==> config.mk <==
export PLATFORM = sky130hd
export DESIGN_NAME = tsdm_ternary_mod
export DESIGN_NICKNAME = d
export VERILOG_FILES = /design/src/rtl/tsdm_pkg.sv /design/src/rtl/tsdm_feedback.sv /design/src/rtl/tsdm_integrator.sv /design/src/rtl/tsdm_quantizer.sv /design/src/rtl/tsdm_ternary_mod.sv
export SDC_FILE = /design/constraint.sdc
export NUM_CORES = 1
export LEC_CHECK = 0
export ABC_AREA = 1
export BUFFER_PORTS_ARGS = -buffer_cell sky130_fd_sc_hd__buf_2
export CORE_MARGIN = 1
export CORE_UTILIZATION = 55
export CTS_CLUSTER_SIZE = 24
export DETAILED_ROUTE_END_ITERATION = 6
export PLACE_DENSITY = 0.75
export SYNTH_ARGS = -nofsm -noshare
export SYNTH_HDL_FRONTEND = slang
export SYNTH_SLANG_ARGS = --single-unit
==> constraint.sdc <==
create_clock -name clk -period 3 [get_ports clk]
set_input_delay 0.45 -clock clk [delete_from_list [all_inputs] [get_ports clk]]
set_output_delay 0.45 -clock clk [all_outputs]
set_load 0.03 [all_outputs]
==> src/rtl/tsdm_pkg.sv <==
package tsdm_pkg;

   // Two-bit two's-complement ternary symbol; 2'b10 is illegal.
   typedef enum logic [1:0] {
      TRIT_ZERO = 2'b00,
      TRIT_POS  = 2'b01,
      TRIT_NEG  = 2'b11
   } trit_e;

   // Number of guard bits the accumulator needs beyond the sample width.
   localparam int unsigned TSDM_MIN_GUARD = 2;

endpackage

==> src/rtl/tsdm_feedback.sv <==
// Maps the previously emitted symbol to its loop weight of +/- half span.
module tsdm_feedback
   import tsdm_pkg::*;
#(
   parameter int unsigned DATA_W = 8,
   parameter int unsigned ACC_W  = DATA_W + 2
) (
   input  trit_e                    sym,
   output logic signed [ACC_W-1:0]  fb_val
);

   localparam logic signed [ACC_W-1:0] HALF_POS = ACC_W'(1) <<< (DATA_W - 1);
   localparam logic signed [ACC_W-1:0] HALF_NEG = -HALF_POS;

   always_comb begin
      unique case (sym)
         TRIT_POS: fb_val = HALF_POS;
         TRIT_NEG: fb_val = HALF_NEG;
         default:  fb_val = '0;
      endcase
   end

endmodule

==> src/rtl/tsdm_integrator.sv <==
// Combinational next-state for the loop accumulator: acc + x - fb.
module tsdm_integrator #(
   parameter int unsigned DATA_W = 8,
   parameter int unsigned ACC_W  = DATA_W + 2
) (
   input  logic signed [ACC_W-1:0]  acc_cur,
   input  logic signed [DATA_W-1:0] sample,
   input  logic signed [ACC_W-1:0]  fb_val,
   output logic signed [ACC_W-1:0]  acc_nxt
);

   localparam int unsigned EXT_W = ACC_W - DATA_W;

   logic signed [ACC_W-1:0] sample_ext;

   // Sign extension of the input to accumulator width.
   generate
      if (EXT_W == 0) begin : g_no_ext
         assign sample_ext = sample;
      end else begin : g_ext
         assign sample_ext = {{EXT_W{sample[DATA_W-1]}}, sample};
      end
   endgenerate

   assign acc_nxt = acc_cur + sample_ext - fb_val;

endmodule

==> src/rtl/tsdm_quantizer.sv <==
// Three-level slicer with decision points at +/- one quarter of the span.
module tsdm_quantizer
   import tsdm_pkg::*;
#(
   parameter int unsigned DATA_W = 8,
   parameter int unsigned ACC_W  = DATA_W + 2
) (
   input  logic signed [ACC_W-1:0] level,
   output trit_e                   sym
);

   localparam logic signed [ACC_W-1:0] QTR_POS = ACC_W'(1) <<< (DATA_W - 2);
   localparam logic signed [ACC_W-1:0] QTR_NEG = -QTR_POS;

   logic at_or_above;
   logic at_or_below;

   assign at_or_above = (level >= QTR_POS);
   assign at_or_below = (level <= QTR_NEG);

   always_comb begin
      if (at_or_above)
         sym = TRIT_POS;
      else if (at_or_below)
         sym = TRIT_NEG;
      else
         sym = TRIT_ZERO;
   end

endmodule

==> src/rtl/tsdm_ternary_mod.sv <==
// First-order ternary noise-shaping modulator, top level.
module tsdm_ternary_mod
   import tsdm_pkg::*;
#(
   parameter int unsigned DATA_W    = 8,
   parameter int unsigned ACC_GUARD = TSDM_MIN_GUARD
) (
   input  logic              clk,
   input  logic              rst,
   input  logic              in_valid,
   input  logic [DATA_W-1:0] in_sample,
   output logic [1:0]        trit_out
);

   localparam int unsigned ACC_W = DATA_W + ACC_GUARD;

   // Elaboration-time parameter checks.
   generate
      if (DATA_W < 2) begin : g_bad_width
         $error("tsdm_ternary_mod: DATA_W must be at least 2");
      end
      if (ACC_GUARD < TSDM_MIN_GUARD) begin : g_bad_guard
         $error("tsdm_ternary_mod: ACC_GUARD below minimum of two");
      end
   endgenerate

   logic signed [ACC_W-1:0] acc_q;
   logic signed [ACC_W-1:0] acc_d;
   logic signed [ACC_W-1:0] fb_val;
   trit_e                   sym_q;
   trit_e                   sym_d;

   tsdm_feedback #(
      .DATA_W (DATA_W),
      .ACC_W  (ACC_W)
   ) u_fb (
      .sym    (sym_q),
      .fb_val (fb_val)
   );

   tsdm_integrator #(
      .DATA_W (DATA_W),
      .ACC_W  (ACC_W)
   ) u_int (
      .acc_cur (acc_q),
      .sample  ($signed(in_sample)),
      .fb_val  (fb_val),
      .acc_nxt (acc_d)
   );

   tsdm_quantizer #(
      .DATA_W (DATA_W),
      .ACC_W  (ACC_W)
   ) u_q (
      .level (acc_d),
      .sym   (sym_d)
   );

   always_ff @(posedge clk) begin
      if (rst) begin
         acc_q <= '0;
         sym_q <= TRIT_ZERO;
      end else if (in_valid) begin
         acc_q <= acc_d;
         sym_q <= sym_d;
      end
   end

   assign trit_out = sym_q;

endmodule

# After elaboration in Yosys (flattened, before gate mapping)
# Index checks and enable logic that the tools add are counted.
# word_totals
output_inout_bits	2
elab_cells	11
reg_bits	12
# classes
magnitude_cmp	2
mux	3
n_addsub	2
eq_ne	2
# op_table
cell	n
$pmux W10 S2	1
$add A10 B8 Y10	1
$ge A10 B8 Y1 const B	1
$le A10 B7 Y1 const B	1
$sub A10 B10 Y10	1
$mux W2	2
$eq A2 B1 Y1 const B	1
$eq A2 B2 Y1 const B	1

# Logic depth before layout (Yosys ltp)
# Gate-level depths: netlist of run 1.
# depth
ltp_word	6
mapped_depth	17
mapped_depth_nobuf	17

# Cells and area by module
# Synthesis of run 1 repeated with hierarchy kept, for this count alone.
# unflattened
cells_unflattened	236
hier_area_um2	1438.9
# modules_own_cells
module	seq_area_each_um2	area_per_inst_um2	instances	cells_each
tsdm_integrator	0.0	813.3	1	135
tsdm_ternary_mod	240.2	496.7	1	76
tsdm_feedback	0.0	75.1	1	12
tsdm_quantizer	0.0	53.8	1	13

# Worst setup path after synthesis of run 1
# Ideal clock, no wire load.
# synth_path
kind	in2reg
startpoint	in in_sample[7]
endpoint	reg sym_q[0] (netlist: trit_out[0])
cell_stages	16
setup_time_ns	0.109
arrival_time_ns	2.192
slack_ns	0.699
path_cell_list	inv_1 fa_1 inv_1 ha_1 nand2_1 inv_1 a21oi_1 nand2_1 nand2_1 nand2_2 nor2_2 nand3_1 nand2_1 nand3_1 nand2_1 inv_1
# synth_via
elab_chain_cells	5
# synth_lines
item	line	rtl
from (decl)	tsdm_ternary_mod.sv:11	input logic [DATA_W-1:0] in_sample,
$add A10 B8 Y10 *	tsdm_integrator.sv:25	assign acc_nxt = acc_cur + sample_ext - fb_val;
$sub A10 B10 Y10 *	tsdm_integrator.sv:25	
$le A10 B7 Y1	tsdm_quantizer.sv:19	assign at_or_below = (level <= QTR_NEG);
$mux W2	tsdm_quantizer.sv:24	else if (at_or_below)
$mux W2 *	tsdm_quantizer.sv:22	if (at_or_above)
to (signal assigned)	tsdm_ternary_mod.sv:65	sym_q <= sym_d;
to (decl)	tsdm_ternary_mod.sv:30	trit_e sym_q;
# Every way passes the cells marked *; elsewhere a longest branch is shown, timed or not.
# A chain may end at the register's enable or synchronous reset.

# Worst setup path after layout of run 1
# layout_path
startpoint	reg sym_q[0] (netlist: trit_out[0])
endpoint	reg sym_q[0] (netlist: trit_out[0])
# layout_via
elab_chain_cells	6
# layout_lines
item	line	rtl
$eq A2 B2 Y1 / $eq A2 B1 Y1 (equally long branches)	tsdm_feedback.sv:16	unique case (sym)
$pmux W10 S2 *	tsdm_feedback.sv:16	
$sub A10 B10 Y10 *	tsdm_integrator.sv:25	
$le A10 B7 Y1	tsdm_quantizer.sv:19	
$mux W2	tsdm_quantizer.sv:24	
$mux W2 *	tsdm_quantizer.sv:22	
# Marks and branches as above.

==> results of run 1 <==
-- sequential cells by signal, summed over array words and instances (netlist names) --
register and count:
trit_out 2, acc_q 10
-- worst register-to-register path: cells and delay by family (launching register included) --
family | cells | cell delay [ps]
and+or+nand+nor | 9 | 790
adders and majority gates | 2 | 780
DFF | 1 | 360
buffers and inverters | 4 | 230
AOI/OAI and AO/OA | 1 | 70
-- routing by layer --
layer / track usage [%] / vias to the layer above
li1: - / 667
met1: 28.7 / 530
met2: 36.2 / 21
met3: 3.03 / 4
met4: 8.10 / 0
met5: 0 / -
-- worst max-delay path by stage --
stage	startpoint	endpoint	slack [ps]	cells after the start
floorplan	in_sample[7]	trit_out[0]	700	16
global placement	in_sample[7]	trit_out[0]	520	17
detailed placement	in_sample[7]	trit_out[0]	460	17
CTS	trit_out[0]	trit_out[0]	720	16
global route	trit_out[0]	acc_q[9]	480	14
finish	trit_out[0]	trit_out[0]	720	16
-- layout make-up --
type | count | area (um2)
fill | 227 | 818
timing repair buffer | 12 | 60.1
clock buffer | 3 | 22.5
inverter | 67 | 265
multi-input combinational | 134 | 771
tap | 28 | 35.0
sequential | 12 | 240
-- power groups by stage --
stage,Clock [mW],Sequential (mW),Combinational (mW)
floorplan,0,0.237,0.498
CTS,0.101,0.217,0.646
global placement,0,0.220,0.621
detailed placement,0,0.221,0.641
finish,0.101,0.218,0.646
global route,0.108,0.221,0.745
-- metrics by stage --
stage,area [um2],setup WS (ps),hold slack (ps),power [mW]
floorplan,1280,699,449,0.735
global placement,1370,522,471,0.841
detailed placement,1370,455,479,0.861
CTS,1390,721,397,0.964
global route,1390,480,410,1.07
finish,1390,725,396,0.965
-- Yosys cell counts, drive strengths merged (2+ instances only) --
cell     n  area share [%]
inv     66              19
nand2   65              20
ha      16              16
nand3   15             6.3
dfxtp   12              19
nor2    11             3.8
a21oi   10             3.9
o21ai    6             2.3
o211ai   4             2.3
fa       2             3.1
nand3b   2             1.2
nand4    2            0.98
-- cells by family (layout without fill, tap and decap cells) --
family / count (synthesis) / in the layout
and+or+nand+nor: 95 / 95
DFF: 12 / 12
AOI/OAI and AO/OA: 21 / 21
adders and majority gates: 18 / 18
buffers and inverters: 68 / 82
==> qor.log, run 1 <==
INFO  power          proportion_of_power_drawn_by_the_clock_network=10.5%
INFO  worst_setup_path critical-path-slowest-cell=fa_1
INFO  worst_setup_path worstReg2RegEnd=trit_out[0]
INFO  routing        wl_met1=1310um
INFO  logic_synthesis synth_enable_flop_cells=0
INFO  routing        drt-wirelength-per-cell=9.75um
INFO  global_routing grt_pass1_wl=4260um
INFO  global_routing global_route.overflow_total=0
INFO  routing        totalWireLength=2500um
INFO  final_layout   post_layout_nonfiller_instances=256
INFO  clock_tree     cts_buffer_depth=2
INFO  floorplanning  die_y=50.2um
INFO  final_layout   n_antenna_cell=0
INFO  timing         skew=3.71ps
INFO  logic_synthesis postSynthCellCount=214
INFO  routing        routed.top_layer=met4
INFO  clock_tree     cts-buffers-inserted=3
INFO  final_layout   layout-drive-gt1-share=11.4%
INFO  worst_setup_path crit_path_cell_trace=nand2_1, inv_1, fa_1, inv_1, ha_1, inv_1, o21bai_1, nor2_1, nand3_1, nand2_1, nand2_1, nor2_2, nand2_1, nand3_1, nand2_1, inv_1
INFO  timing         post-route-period-util=75.8%
INFO  logic_synthesis yosys_register_bits=12
INFO  min_path       hold_crit_start=rst
INFO  clock_tree     cts_tree=built
INFO  power          worst_ir_drop_vdd=0.440mV
INFO  placement      placed_cells_incl_taps=253
INFO  routing        met2WireLength=1100um
INFO  final_layout   final_net_count=259
INFO  logic_synthesis ys.flop_type=dfxtp_1
INFO  routing        viasPerCell=4.77
INFO  power          p_seq_share=22.6%
INFO  timing         final-max-slew-violation-count=0
INFO  routing        met3RoutedLength=63um
INFO  worst_setup_path slowest_delay=470ps
INFO  worst_setup_path critical_path_arrival=2500ps
INFO  timing         worst-slew-pin-transition=264ps
INFO  status         outcome=finished clean
INFO  floorplanning  core_region_area=2210um2
INFO  logic_synthesis ys.warnings.count=0
INFO  job            drv.max_cap_violation_count=0
INFO  logic_synthesis synth_async_reset_ratio=0%
INFO  floorplanning  fp.dieArea=2520um2
INFO  power          total_leakage_power=0.900nW
INFO  floorplanning  die_x_extent=50.2um
INFO  placement      io_buffer_count=12
INFO  min_path       min-delay-path-class=input pin to register
INFO  clock_tree     cts_post_setup_buffers_inserted=0
INFO  logic_synthesis synth_xor_xnor_area_share=0%
INFO  worst_setup_path crit_path_start_kind=register
INFO  power          power-per-cell-area=692nW/um2
INFO  timing         layout_min_cycle_time=2280ps
INFO  final_layout   layout.cells.most_common_list=inv_1 (65), nand2_1 (60), ha_1 (16), nand3_1 (14)
INFO  clock_tree     ctsHtreeMaxLevel=1
INFO  clock_tree     clkLatencyLatePin=270ps
INFO  logic_synthesis simple_gate_portion_of_the_synthesized_area=32.3%
INFO  global_routing grt.total_usage=21.9%
INFO  worst_setup_path path_max_fanout=4
INFO  clock_tree     cts.reportedPaths.clkPinSlew=80ps
INFO  min_path       endpoint_of_the_worst_hold_timing_path=trit_out[1]
INFO  clock_tree     ctsRootBufferMaster=clkbuf_4
INFO  worst_setup_path crit_path_end_kind=register
INFO  worst_setup_path regToRegSetupSlack=720ps
INFO  clock_tree     cts.sinks=12
INFO  final_layout   finish.utilization=63.0%
INFO  routing        postRouteAntennaNets=0
INFO  worst_setup_path timing_worst_setup_path_type=register to register
INFO  timing         timing.setup.tns=0ps
INFO  power          power_frac_comb=67.0%
INFO  timing         rsz0062_at_grt=false
INFO  timing         relSlewSlack=82.4%
INFO  clock_tree     cts_repair_resize_count=0
INFO  floorplanning  floorplan.io_pins=13
INFO  clock_tree     ctsHoldBuffers=0
INFO  logic_synthesis avgSynthCellArea=5.98um2
INFO  final_layout   layout-area-overhead-vs-synth=8.90%
INFO  logic_synthesis synthesized_area_fraction_occupied_by_ao_oa_aoi_and_oai_cells=9.19%
INFO  power          cell_internal_pwr=0.478mW
INFO  global_routing vias_in_the_first_global_route=1,084
INFO  global_routing grt_start_max_net_pins=16
INFO  routing        via_count=1,222
INFO  placement      detailed_place_hpwl=2070um
INFO  routing        drc_errors=0
INFO  logic_synthesis synth.distinct_cells=19
INFO  worst_setup_path required=3230ps
INFO  final_layout   layout_commonest_cell=inv_1
INFO  worst_setup_path critPathBufInv=4
INFO  power          net-switching-power=0.487mW
INFO  global_routing antenna_violations_before_repair=0
INFO  timing         fmax=440MHz
INFO  placement      place.gp.congestion=0.809
INFO  floorplanning  floorplan.initialDensity=57.9%
INFO  logic_synthesis dominant_combinational_cell_family_by_area_after_synthesis=simple AND/OR/NAND/NOR gates
INFO  logic_synthesis ys_seq_area_share=18.8%
INFO  routing        initial_drc_count=32
INFO  logic_synthesis netlist_area=1280um2
INFO  logic_synthesis synth.mux.area_fraction=0%
INFO  logic_synthesis synth.net_count=243
INFO  timing         setup_violations=0
INFO  worst_setup_path crit_top_cell=nand2_1
INFO  worst_setup_path worst_path_dominant_cell_family=simple AND/OR/NAND/NOR gates
INFO  floorplanning  row_count=17
INFO  min_path       hold_depth=2
INFO  worst_setup_path rr_startpoint=trit_out[0]
INFO  power          sw_frac_of_total=50.5%
INFO  timing         hold_violations=0
INFO  logic_synthesis synthAdderAreaFrac=18.8%
INFO  worst_setup_path worstRegToRegCells=16
INFO  routing        detail_route.first_pass.iterations=4
Note: power is estimated with default switching activity, not from simulation.
==> inputs of run 2 (changes only) <==
--- a/config.mk
+++ b/config.mk
@@ -8,10 +8,10 @@
 export ABC_AREA = 1
 export BUFFER_PORTS_ARGS = -buffer_cell sky130_fd_sc_hd__buf_2
 export CORE_MARGIN = 1
-export CORE_UTILIZATION = 55
+export CORE_UTILIZATION = 53
 export CTS_CLUSTER_SIZE = 24
 export DETAILED_ROUTE_END_ITERATION = 6
-export PLACE_DENSITY = 0.75
+export PLACE_DENSITY = 0.76
 export SYNTH_ARGS = -nofsm -noshare
 export SYNTH_HDL_FRONTEND = slang
 export SYNTH_SLANG_ARGS = --single-unit
==> constraint.sdc (replaced) <==
create_clock -name clk -period 1.9 [get_ports clk]
set_input_delay 0.285 -clock clk [delete_from_list [all_inputs] [get_ports clk]]
set_output_delay 0.285 -clock clk [all_outputs]
set_load 0.03 [all_outputs]
==> run 2 against run 1 <==
  * Critical path depth unchanged
  * Register-to-register slack got worse by 1000 ps
  * The flow now finishes with violations (setup timing)
  * Wire length increased by 35%
  * Global-route usage increased by 2.2 points
  * Utilization increased by 15 points
  * Clock power increased by 70%
  * Sequential power increased by 68%
  * Fmax increased by 3.1%
  * Clock skew decreased by 1.5 ps
==> qor.log, run 2 (same netlist as run 1, synthesis figures left out) <==
INFO  clock_tree     cts.reportedPaths.clkPinSlew=80ps [about the same]
INFO  timing         setup_violations=5 [+5]
INFO  floorplanning  die_y=51.1um [+1.8%]
INFO  final_layout   fillers=170 [-25%]
INFO  floorplanning  fp.dieArea=2620um2 [+3.6%]
INFO  job            drv.max_cap_violation_count=0 [unchanged]
INFO  final_layout   layout_commonest_cell=inv_1
INFO  worst_setup_path slowest_delay=520ps [+50 ps]
INFO  floorplanning  floorplan.io_pins=13 [unchanged]
INFO  floorplanning  row_count=17 [unchanged]
INFO  min_path       min-delay-path-class=input pin to register
INFO  placement      detailed_place_hpwl=2280um [+10%]
INFO  routing        initial_drc_count=20 [-38%]
INFO  timing         layout_min_cycle_time=2210ps [-67.3 ps]
INFO  worst_setup_path crit_path_start_kind=register
INFO  clock_tree     cts-buffers-inserted=3 [unchanged]
INFO  placement      place.gp.congestion=0.837 [+3.5%]
INFO  timing         post-route-period-util=116% [+40 points]
INFO  final_layout   finish.utilization=78.3% [+15 points]
INFO  timing         worst-slew-pin-transition=288ps [+24.0 ps]
INFO  global_routing grt_pass1_wl=4820um [+13%]
INFO  clock_tree     ctsRootBufferMaster=clkbuf_4
INFO  global_routing global_route.overflow_total=0 [unchanged]
INFO  routing        via_count=1,369 [+12%]
INFO  global_routing antenna_violations_before_repair=0 [unchanged]
INFO  clock_tree     cts.sinks=12 [unchanged]
INFO  worst_setup_path timing_worst_setup_path_type=register to register
INFO  clock_tree     ctsHtreeMaxLevel=1 [unchanged]
INFO  placement      io_buffer_count=12 [unchanged]
INFO  final_layout   layout-drive-gt1-share=36.8% [+25 points]
INFO  timing         hold_violations=0 [unchanged]
INFO  worst_setup_path crit_top_cell=inv_2
INFO  status         violated_checks=setup timing
INFO  worst_setup_path critical_path_arrival=2440ps [-60 ps]
INFO  floorplanning  core_region_area=2250um2 [+1.9%]
INFO  timing         fin_ws=-308ps [-1030 ps]
INFO  clock_tree     cts_tree=built
INFO  timing         relSlewSlack=80.8% [-1.6 points]
INFO  routing        detail_route.first_pass.iterations=4 [unchanged]
INFO  final_layout   n_antenna_cell=0 [unchanged]
INFO  timing         rsz0062_at_grt=true
INFO  worst_setup_path crit_path_cell_trace=nand2_4, inv_2, fa_1, inv_2, ha_4, inv_2, o21bai_1, nor2_2, nand3_2, nand2_1, nand2_2, nor2_4, nand2_2, nand3_2, nand2_1, inv_1
INFO  worst_setup_path required=2130ps [-1100 ps]
INFO  power          power-per-cell-area=1250nW/um2 [+80%]
INFO  routing        drc_errors=0 [unchanged]
INFO  global_routing vias_in_the_first_global_route=1,242 [+15%]
INFO  timing         skew=2.18ps [-1.53 ps]
INFO  global_routing grt_start_max_net_pins=16 [unchanged]
INFO  worst_setup_path crit_path_end_kind=register
INFO  final_layout   layout-area-overhead-vs-synth=37.9%
INFO  final_layout   largest_register_ff_count=10 [unchanged]
INFO  worst_setup_path critical-path-slowest-cell=fa_1
INFO  worst_setup_path path_max_fanout=4 [unchanged]
INFO  timing         fmax=453MHz [+3.1%]
INFO  floorplanning  die_x_extent=51.1um [+1.8%]
INFO  status         outcome=finished with violations
INFO  timing         final-max-slew-violation-count=0 [unchanged]
INFO  global_routing grt.total_usage=24.2% [+2.2 points]
INFO  routing        drt-wirelength-per-cell=12.2um [+25%]
INFO  power          total_leakage_power=1.03nW [+15%]
INFO  final_layout   layout.cells.most_common_list=inv_1 (56), nand2_1 (49), buf_4 (16), buf_2 (12), nand3_1 (11)
INFO  clock_tree     cts_buffer_depth=2 [unchanged]
INFO  routing        totalWireLength=3360um [+35%]
INFO  clock_tree     ctsHoldBuffers=0 [unchanged]
INFO  final_layout   largest-register=acc_q
INFO  routing        postRouteAntennaNets=0 [unchanged]
INFO  floorplanning  floorplan.initialDensity=56.8% [-1.1 points]
INFO  power          worst_ir_drop_vdd=0.947mV [+120%]
INFO  clock_tree     clkLatencyLatePin=280ps [about the same]
INFO  routing        viasPerCell=4.98 [+4.3%]
INFO  final_layout   final_net_count=277 [+6.9%]
INFO  timing         timing.setup.tns=-1030ps [-1030 ps]
-- run 2: what timing repair did --
action / in CTS / in global routing
setup buffers: 2 / 1
hold endpoints to repair: 0 / 0
pin swaps: 13 / 14
gates cloned: 0 / 0
endpoints found under the setup margin: 7 / 7
resized for setup: 16 / 35
-- run 2: final timing paths --
path / from / endpoint / slack [ps] / cells after the start
setup / recovery: trit_out[0] / trit_out[0] / -310 / 16
hold / removal: rst / trit_out[1] / 220 / 2
setup reg to reg: trit_out[0] / trit_out[0] / -310 / 16
hold reg to reg: acc_q[8] / acc_q[8] / 490 / 2
-- run 2: layer usage --
metal	vias to the layer above	routed length (um)	track usage (%)
met2	26	1720	41.9
met1	621	1500	31.3
met5	-	0	0
li1	713	-	-
met4	0	61	6.94
met3	9	80	2.68
-- run 2: power breakdown --
group / leakage, nW / total, mW / switching, mW / internal, mW
Sequential: 0.102 / 0.366 / 0.0444 / 0.322
Clock: 0.0154 / 0.172 / 0.0953 / 0.0762
Combinational: 0.916 / 1.67 / 0.936 / 0.730
Total: 1.03 / 2.20 / 1.08 / 1.13
-- run 2: cell type report --
class	instances	area (um2)	area share [%]
Clock buffer	3	22.5	1.28
Clock inverter	1	3.75	0.213
Inverter	67	265	15.0
Multi-Input combinational cell	134	982	55.6
Sequential cell	12	254	14.4
Tap cell	28	35.0	1.98
Timing Repair Buffer	30	203	11.5
-- run 2: per-stage QoR --
step / area [um2] / std cells / power (mW) / hold WS [ps] / worst slack [ps]
floorplan: 1320 / 214 / 1.25 / 344 / -150
global placement: 1530 / 268 / 1.55 / 469 / -313
detailed placement: 1530 / 268 / 1.59 / 471 / -404
CTS: 1650 / 274 / 1.92 / 218 / -290
global route: 1770 / 275 / 2.37 / 227 / -431
finish: 1770 / 275 / 2.20 / 216 / -308
-- run 2: worst max-delay path: cells and delay by family (launching register included) --
kind | cells | cell delay [ps]
buffers and inverters | 4 | 190
AO/OA/AOI/OAI | 1 | 70
flip-flops | 1 | 370
AND/OR/NAND/NOR | 9 | 780
adder cells (fa/ha/maj) | 2 | 750
==> inputs of run 3 (changes only) <==
--- a/config.mk
+++ b/config.mk
@@ -8,10 +8,11 @@
 export ABC_AREA = 1
 export BUFFER_PORTS_ARGS = -buffer_cell sky130_fd_sc_hd__buf_2
 export CORE_MARGIN = 1
-export CORE_UTILIZATION = 53
+export CORE_UTILIZATION = 54
 export CTS_CLUSTER_SIZE = 24
 export DETAILED_ROUTE_END_ITERATION = 6
 export PLACE_DENSITY = 0.76
 export SYNTH_ARGS = -nofsm -noshare
 export SYNTH_HDL_FRONTEND = slang
+export SYNTH_HIERARCHICAL = 1
 export SYNTH_SLANG_ARGS = --single-unit
==> run 3 against run 2 <==
  * The flow still finishes with violations (setup timing)
  * Global-route usage fell by 2.3 points
  * First-iteration DRC count stayed put
  * Combinational power increased by 28%
  * Area after synthesis grew 12%
  * Flip-flop and latch count unchanged
  * Register-to-register slack got worse by 220 ps
  * Non-clock buffer count is 5 higher
  * Largest power group unchanged
==> qor.log, run 3 <==
INFO  clock_tree     cts.reportedPaths.clkPinSlew=90ps [about the same]
INFO  floorplanning  floorplan.io_pins=13 [unchanged]
INFO  placement      place.gp.congestion=0.928 [+11%]
INFO  routing        initial_drc_count=20 [unchanged]
INFO  global_routing global_route.overflow_total=0 [unchanged]
INFO  clock_tree     cts-buffers-inserted=3 [unchanged]
INFO  floorplanning  floorplan.initialDensity=57.6% [+0.79 points]
INFO  final_layout   layout-drive-gt1-share=36.1% [-0.78 points]
INFO  placement      detailed_place_hpwl=2170um [-4.9%]
INFO  worst_setup_path path_max_fanout=3 [-1]
INFO  global_routing antenna_violations_before_repair=0 [unchanged]
INFO  routing        postRouteAntennaNets=0 [unchanged]
INFO  worst_setup_path crit_path_start_kind=register
INFO  global_routing vias_in_the_first_global_route=1,192 [-4.0%]
INFO  timing         post-route-period-util=128% [+12 points]
INFO  logic_synthesis synth.distinct_cells=22 [+3]
INFO  logic_synthesis synth_async_reset_ratio=0% [unchanged]
INFO  floorplanning  row_count=18 [+1]
INFO  logic_synthesis postSynthCellCount=236 [+10%]
INFO  logic_synthesis ys_top_cells_by_area=nand2_1 (17%), dfxtp_1 (17%), inv_1 (17%)
INFO  global_routing grt_start_max_net_pins=25 [+9]
INFO  clock_tree     cts.sinks=12 [unchanged]
INFO  logic_synthesis ys.flop_type=dfxtp_1
INFO  routing        via_count=1,356 [-0.95%]
INFO  final_layout   fin_area=1900um2 [+7.6%]
INFO  final_layout   layout_commonest_cell=nand2_1
INFO  job            drv.max_cap_violation_count=0 [unchanged]
INFO  worst_setup_path required=2080ps [-50 ps]
INFO  final_layout   finish.utilization=76.0% [-2.3 points]
INFO  global_routing grt.total_usage=21.9% [-2.3 points]
INFO  floorplanning  core_region_area=2500um2 [+11%]
INFO  final_layout   final_net_count=300 [+8.3%]
INFO  status         violated_checks=setup timing
INFO  timing         fmax=411MHz [-9.2%]
INFO  min_path       min-delay-path-class=input pin to register
INFO  timing         fin_ws=-532ps [-224 ps]
INFO  timing         layout_min_cycle_time=2430ps [+224 ps]
INFO  floorplanning  die_y=53.6um [+4.8%]
INFO  clock_tree     ctsHtreeMaxLevel=1 [unchanged]
INFO  power          power-per-cell-area=1410nW/um2 [+13%]
INFO  floorplanning  die_x_extent=53.6um [+4.8%]
INFO  timing         setup_violations=10 [+5]
INFO  final_layout   largest-register=acc_q
INFO  routing        viasPerCell=4.54 [-8.9%]
INFO  final_layout   largest_register_ff_count=10 [unchanged]
INFO  final_layout   layout-area-overhead-vs-synth=32.0%
INFO  power          total_leakage_power=1.09nW [+5.4%]
INFO  routing        totalWireLength=2930um [-13%]
INFO  logic_synthesis netlist_area=1440um2 [+12%]
INFO  logic_synthesis yosys_register_bits=12 [unchanged]
INFO  floorplanning  fp.dieArea=2880um2 [+9.9%]
INFO  clock_tree     cts_tree=built
INFO  final_layout   n_antenna_cell=0 [unchanged]
INFO  timing         hold_violations=0 [unchanged]
INFO  logic_synthesis synth_most_common_cell=nand2_1
INFO  status         outcome=finished with violations
INFO  logic_synthesis synth_enable_flop_cells=0 [unchanged]
INFO  worst_setup_path timing_worst_setup_path_type=register to register
INFO  final_layout   layout.cells.most_common_list=nand2_1 (55), inv_1 (46), nor2_1 (33), buf_4 (19), inv_2 (18)
INFO  placement      placed_cells_incl_taps=292 [+9.0%]
INFO  timing         rsz0062_at_grt=true
INFO  logic_synthesis avgSynthCellArea=6.10um2 [+1.9%]
INFO  timing         final-max-slew-violation-count=0 [unchanged]
INFO  worst_setup_path critical_path_arrival=2610ps [+170 ps]
INFO  worst_setup_path crit_path_end_kind=register
INFO  logic_synthesis synth.cells.most_frequent=nand2_1 (67), inv_1 (64), nor2_1 (34)
INFO  placement      place_area=1730um2 [+13%]
INFO  final_layout   post_layout_nonfiller_instances=299 [+8.7%]
INFO  timing         fin_hold_ws=446ps [+230 ps]
INFO  routing        detail_route.first_pass.iterations=4 [unchanged]
INFO  clock_tree     ctsHoldBuffers=0 [unchanged]
INFO  logic_synthesis ys_seq_area_share=16.7% [-2.1 points]
INFO  timing         skew=6.17ps [+4.00 ps]
INFO  final_layout   fillers=206 [+21%]
INFO  power          worst_ir_drop_vdd=1.13mV [+19%]
INFO  clock_tree     cts_buffer_depth=2 [unchanged]
INFO  clock_tree     ctsRootBufferMaster=clkbuf_4
INFO  placement      io_buffer_count=12 [unchanged]
INFO  timing         timing.setup.tns=-3220ps [-2190 ps]
INFO  global_routing grt_pass1_wl=4650um [-3.4%]
INFO  clock_tree     clkLatencyLatePin=280ps [about the same]
INFO  routing        drt-wirelength-per-cell=9.80um [-20%]
INFO  logic_synthesis yosys.area.top_type=nand2_1
INFO  logic_synthesis yosys.area.top_type_share=17.5% [-1.6 points]
INFO  routing        drc_errors=0 [unchanged]
INFO  logic_synthesis ys.warnings.count=6 [+6]
## run 3: cell count changes in the layout (fill, tap and decap cells not counted), moves of 7 or more
cell / previous run / this run
conb_1: 0 / 7
inv_1: 56 / 46
inv_2: 10 / 18
nor2_1: 4 / 33
## run 3: per-stage QoR
stage / worst slack, ps / power, mW
4_1_cts: -489 / 2.53
5_1_grt: -663 / 2.96
6_report: -532 / 2.68
3_5_place_dp: -568 / 2.14
3_3_place_gp: -560 / 2.11
2_1_floorplan: -357 / 1.59
## run 3: power by group
group | total [mW] | switching, mW | internal (mW)
sequential | 0.361 | 0.0394 | 0.321
combinational | 2.14 | 1.09 | 1.05
clock | 0.179 | 0.103 | 0.0761
total | 2.68 | 1.23 | 1.45
## run 3: what timing repair did
| item | CTS | global route |
|---|---|---|
| setup endpoints to repair | 10 | 11 |
| endpoints found under the hold margin | 0 | 0 |
| pin swaps | 18 | 15 |
| gates resized for setup | 26 | 17 |
| setup buffers | 2 | 1 |
| cloned | 0 | 0 |
## run 3: logic make-up (layout without fill, tap and decap cells)
logic type,count (synthesis),in the layout,share of synthesized area (%)
other,1,7,0.261
AOI/OAI and AO/OA,7,7,3.04
adders and majority gates,19,19,21.2
and+or+nand+nor,113,113,30.9
buffers and inverters,76,103,23.0
xor gates and xnor gates,8,8,4.87
DFF,12,12,16.7
## run 3: worst paths after layout
check                           slack [ps]  depth (start not counted)     start     endpoint
worst max-delay path                  -530                         20  acc_q[1]  trit_out[0]
worst min-delay path                   450                          4       rst     acc_q[3]
worst max register to register        -530                         20  acc_q[1]  trit_out[0]
worst min register to register         480                          2  acc_q[7]     acc_q[7]
## run 3: worst max-delay path, stage by stage, from the launching register on
cell     delay [ps]
dfxtp_2         350
inv_2            40
fa_1            530
inv_1            70
ha_4            270
nand2_1          60
nand2_2          70
and2_4          160
nand2_2          50
nand2_1          60
nand2_1          60
nand2_2         100
nand2_1          50
nor2_1           80
nand2_1          60
nand2_1          70
nand2_1          50
inv_1            40
nand2_1          40
nand2_1          70
nor2_1           40
## run 3: layout make-up
class                   count  area, um2  area share [%]
clock inverters             1       3.75           0.198
inverters                  64        240            12.6
clock buffers               3       22.5            1.19
multi-input cells         154       1090            57.6
repair buffers             35        248            13.0
flip-flops and latches     12        254            13.4
well taps                  30       37.5            1.98
## run 3: layer usage
| metal | global-route usage, % | wire [um] |
|---|---|---|
| met1 | 29.3 | 1410 |
| met2 | 37.3 | 1430 |
| met3 | 3.39 | 88 |
| met4 | 3.95 | 0 |
| met5 | 0 | 0 |
